$ cat config.mk
export PLATFORM = sky130hd
export DESIGN_NAME = pal_macrocell
export DESIGN_NICKNAME = d
export VERILOG_FILES = /design/src/rtl/pal_pkg.sv /design/src/rtl/pal_and_array.sv /design/src/rtl/pal_cell_ff.sv /design/src/rtl/pal_out_select.sv /design/src/rtl/pal_macrocell.sv
export SDC_FILE = /design/constraint.sdc
export NUM_CORES = 1
export LEC_CHECK = 0
export ABC_AREA = 1
export BUFFER_PORTS_ARGS = -buffer_cell sky130_fd_sc_hd__buf_2
export CORE_UTILIZATION = 32
export DETAILED_ROUTE_END_ITERATION = 16
export PLACE_DENSITY = 0.84
export SKIP_CTS_REPAIR_TIMING = 1
export SLEW_MARGIN = 20
export SYNTH_ARGS = -nofsm -noshare
export SYNTH_HDL_FRONTEND = slang
export SYNTH_HIERARCHICAL = 1
export SYNTH_SLANG_ARGS = --single-unit
$ cat constraint.sdc
create_clock -name clk -period 2.4 [get_ports clk]
set_clock_uncertainty 0.05 [all_clocks]
set_input_delay 0.72 -clock clk [delete_from_list [all_inputs] [get_ports clk]]
set_output_delay 0.72 -clock clk [all_outputs]
set_load 0.005 [all_outputs]
$ cat src/rtl/pal_pkg.sv
package pal_pkg;
  typedef enum logic [1:0] {
    MODE_COMB_HI = 2'b00,
    MODE_REG_HI  = 2'b01,
    MODE_COMB_LO = 2'b10,
    MODE_REG_LO  = 2'b11
  } pal_mode_e;

  // product terms beyond the sum: clear, preset, enable
  localparam int CTRL_TERMS = 3;
  localparam int OFS_CLR = 0;
  localparam int OFS_PRE = 1;
  localparam int OFS_OE  = 2;
endpackage

$ cat src/rtl/pal_and_array.sv
module pal_and_array #(
  parameter int N_LIT  = 5,
  parameter int N_TERM = 6
) (
  input  logic [N_LIT-1:0]          lit,
  input  logic [N_TERM*2*N_LIT-1:0] conn,
  output logic [N_TERM-1:0]         term
);
  localparam int TERM_W = 2 * N_LIT;

  for (genvar j = 0; j < N_TERM; j++) begin : g_term
    logic [N_LIT-1:0] pass;
    for (genvar k = 0; k < N_LIT; k++) begin : g_lit
      // a selected true literal blocks when low, a selected complement blocks when high
      assign pass[k] = ~(conn[j*TERM_W + 2*k]     & ~lit[k]) &
                       ~(conn[j*TERM_W + 2*k + 1] &  lit[k]);
    end
    assign term[j] = &pass;
  end
endmodule

$ cat src/rtl/pal_cell_ff.sv
module pal_cell_ff (
  input  logic clk,
  input  logic rst,
  input  logic clr,
  input  logic pre,
  input  logic d,
  output logic q
);
  always_ff @(posedge clk or posedge clr) begin
    if (clr)      q <= 1'b0;
    else if (rst) q <= 1'b0;
    else if (pre) q <= 1'b1;
    else          q <= d;
  end
endmodule

$ cat src/rtl/pal_out_select.sv
module pal_out_select (
  input  logic [1:0] mode,
  input  logic       sum,
  input  logic       q,
  input  logic       pin_i,
  input  logic       oe,
  output logic       pin_o,
  output logic       pin_oe,
  output logic       fb
);
  logic use_reg;
  logic src;

  always_comb begin
    use_reg = mode[0];
    src     = use_reg ? q : sum;
    pin_o   = src ^ mode[1];
    pin_oe  = oe;
    fb      = use_reg ? q : pin_i;
  end
endmodule

$ cat src/rtl/pal_macrocell.sv
module pal_macrocell #(
  parameter int N_IN  = 4,
  parameter int N_SUM = 3
) (
  input  logic                                clk,
  input  logic                                rst,
  input  logic [1:0]                          cfg_mode,
  input  logic [(N_SUM+3)*2*(N_IN+1)-1:0]     cfg_conn,
  input  logic [N_IN-1:0]                     array_in,
  input  logic                                pin_i,
  output logic                                pin_o,
  output logic                                pin_oe,
  output logic                                fb_out
);
  import pal_pkg::*;

  localparam int N_LIT  = N_IN + 1;
  localparam int N_TERM = N_SUM + CTRL_TERMS;

  logic [N_LIT-1:0]  lit;
  logic [N_TERM-1:0] terms;
  logic              sum_w;
  logic              ar_t;
  logic              sp_t;
  logic              oe_t;
  logic              q_r;
  logic              fb_w;

  assign lit = {fb_w, array_in};

  pal_and_array #(.N_LIT(N_LIT), .N_TERM(N_TERM)) u_array (
    .lit  (lit),
    .conn (cfg_conn),
    .term (terms)
  );

  assign sum_w = |terms[N_SUM-1:0];
  assign ar_t  = terms[N_SUM + OFS_CLR];
  assign sp_t  = terms[N_SUM + OFS_PRE];
  assign oe_t  = terms[N_SUM + OFS_OE];

  pal_cell_ff u_ff (
    .clk (clk),
    .rst (rst),
    .clr (ar_t),
    .pre (sp_t),
    .d   (sum_w),
    .q   (q_r)
  );

  pal_out_select u_out (
    .mode   (cfg_mode),
    .sum    (sum_w),
    .q      (q_r),
    .pin_i  (pin_i),
    .oe     (oe_t),
    .pin_o  (pin_o),
    .pin_oe (pin_oe),
    .fb     (fb_w)
  );

  assign fb_out = fb_w;
endmodule

==> impl_metrics.tcl <==
set metrics [dict create \
    status "finished with violations" \
    violations "setup timing" \
    die_h_um 49.8 \
    nFillCells 215 \
    vias 1149 \
    initial_utilization_pct 35.4 \
    setup_viol 1 \
    cp-start-kind "input port" \
    cap_viol_max_count 0 \
    die_w_um 49.8 \
    first_iter_violations 12 \
    dpl.hpwl_um 1860 \
    critPathArrivalTime_ns 1.82 \
    ys_ff_latch 1 \
    cp-startpoint "cfg_mode[0]" \
    powerDensity_nw_per_um2 152 \
    largest_reg_flops 1 \
    fmax_mhz 386 \
    hold-worst-slack_ns 0.578 \
    peakVddDrop_mv 0.0721 \
    grt_usage_pct 17.2 \
    final_max_slew_viol_count 0 \
    worstSetupEndpointType "primary output" \
    synth_area_leaders "nand2_1 (41%), inv_1 (31%), nor2_1 (11%), nand3_1 (4.8%), o21ai_0 (4.1%)" \
    grt_pass1_wl_um 3530 \
    first_pass_iters 5 \
    worst_pin_slew_ns 0.149 \
    drt.antenna.violating_nets 0 \
    grt_max_degree 9 \
    numPortBuffers 71 \
    syn_inst 179 \
    dieArea_sq_um 2480 \
    grt-ovfl-total 0 \
    critPathKind "in -> out" \
    synth_nets 248 \
    rows 16 \
    dp_cells 287 \
    utilization_pct 61.2 \
    io-pin-count 72 \
    power_mw 0.192 \
    synth_cell_type_count 9 \
    cp.required_ns 1.63 \
    largest_register "u_ff/q" \
    p_leak_nw 0.986 \
    reg_top3 "u_ff/q: 1 flops" \
    rr_startpoint "u_ff/q$_DFF_PP0_" \
    period_share_pct 108 \
    period_minus_slack_ns 2.59 \
    diodes 0 \
    nNetsFinal 334 \
    worst_slack_ns -0.189 \
    drive_gt1_share_pct 36.9 \
    syn_area_sq_um 731 \
    max_slew_margin_pct 90.0 \
    coreArea_sq_um 2060 \
    reg2reg_slack_ns 0.90 \
    drc 0 \
    synth_warnings 6 \
    wirelength_um 2180 \
    hp-class "reg -> async" \
    wire_per_inst_um 7.51 \
    synth-seq-area-share_pct 3.42 \
    rsz0062_at_grt "true" \
    antenna_found_initial 0 \
    gp_congestion 0.747 \
    clkLatencyLatePin_ns 0 \
    areaGrowthSynthToFinish_pct 72.6 \
    cp_max_fo 6 \
    synth_top_area_cell "nand2_1" \
    synth_top_area_share_pct 40.6 \
    post-place-ws_ns -0.293 \
    syn_area_per_cell_sq_um 4.08 \
    viasPerCell 3.96 \
    clkTransAtPathRegs_ns 0 \
    hold_violations 0 \
    fin_cells 290 \
    grt_pass1_vias 987 \
]
## cells in the final DEF, fill, tap and decap left out, drive strengths merged
cell type,Yosys,layout
nand3,7,7
o21ai,6,6
inv,61,61
dfrtp,1,1
nor2,21,21
buf,3,87
nand2,80,80
## path summary, 6_finish.rpt
path,to,cells past startpoint
setup / recovery,pin_o,16
hold / removal,u_ff/q$_DFF_PP0_,8
setup reg to reg,u_ff/q$_DFF_PP0_,13
hold reg to reg,u_ff/q$_DFF_PP0_,8
max in group asynchronous,u_ff/q$_DFF_PP0_,11
min in group clk,u_ff/q$_DFF_PP0_,2
## layer usage
metal	wire length (um)	global-route usage (%)	vias up
met5	0	0	-
met4	0	0	0
met3	135	0.617	0
met2	1110	36.0	43
met1	930	19.7	450
li1	-	-	656
## critical path, stage by stage
cell     delay [ns]
buf_8          0.10
inv_6          0.05
nand2_4        0.05
nand2_4        0.10
inv_4          0.06
nand2_2        0.05
nand2_1        0.04
nand3_1        0.06
nor2_1         0.05
nor2_1         0.12
nand2_2        0.08
nand2_2        0.07
nand2_1        0.05
nand2_1        0.05
nand2_1        0.04
buf_2          0.12
## per-stage QoR
stage	TNS [ns]	area [sq um]
floorplan	0	733
global placement	-0.242	1190
detailed placement	-0.321	1190
CTS	-0.325	1190
global route	-0.303	1260
finish	-0.189	1260
## Yosys cell counts
library cell,n
buf_4,1
buf_6,2
dfrtp_1,1
inv_1,61
nand2_1,79
nand2_2,1
nand3_1,7
nor2_1,21
o21ai_0,6
## logic make-up after synthesis
kind of cell           synth area share [%]
AND/OR/NAND/NOR                        57.0
buffers and inverters                  35.4
flip-flops                             3.42
AO/OA/AOI/OAI                          4.11
## area by class of cell
cell class / count / area [sq um] / area share (%)
sequential: 1 / 25.0 / 1.98
timing repair buffer: 87 / 489 / 38.8
multi-input combinational: 114 / 477 / 37.8
tap: 27 / 33.8 / 2.68
inverter: 61 / 236 / 18.8
## power breakdown
group          internal (mW)  switching [mW]
Clock                      0               0
Combinational         0.0931          0.0806
Sequential            0.0178        0.000350
Power figures use the tool's default switching activity.
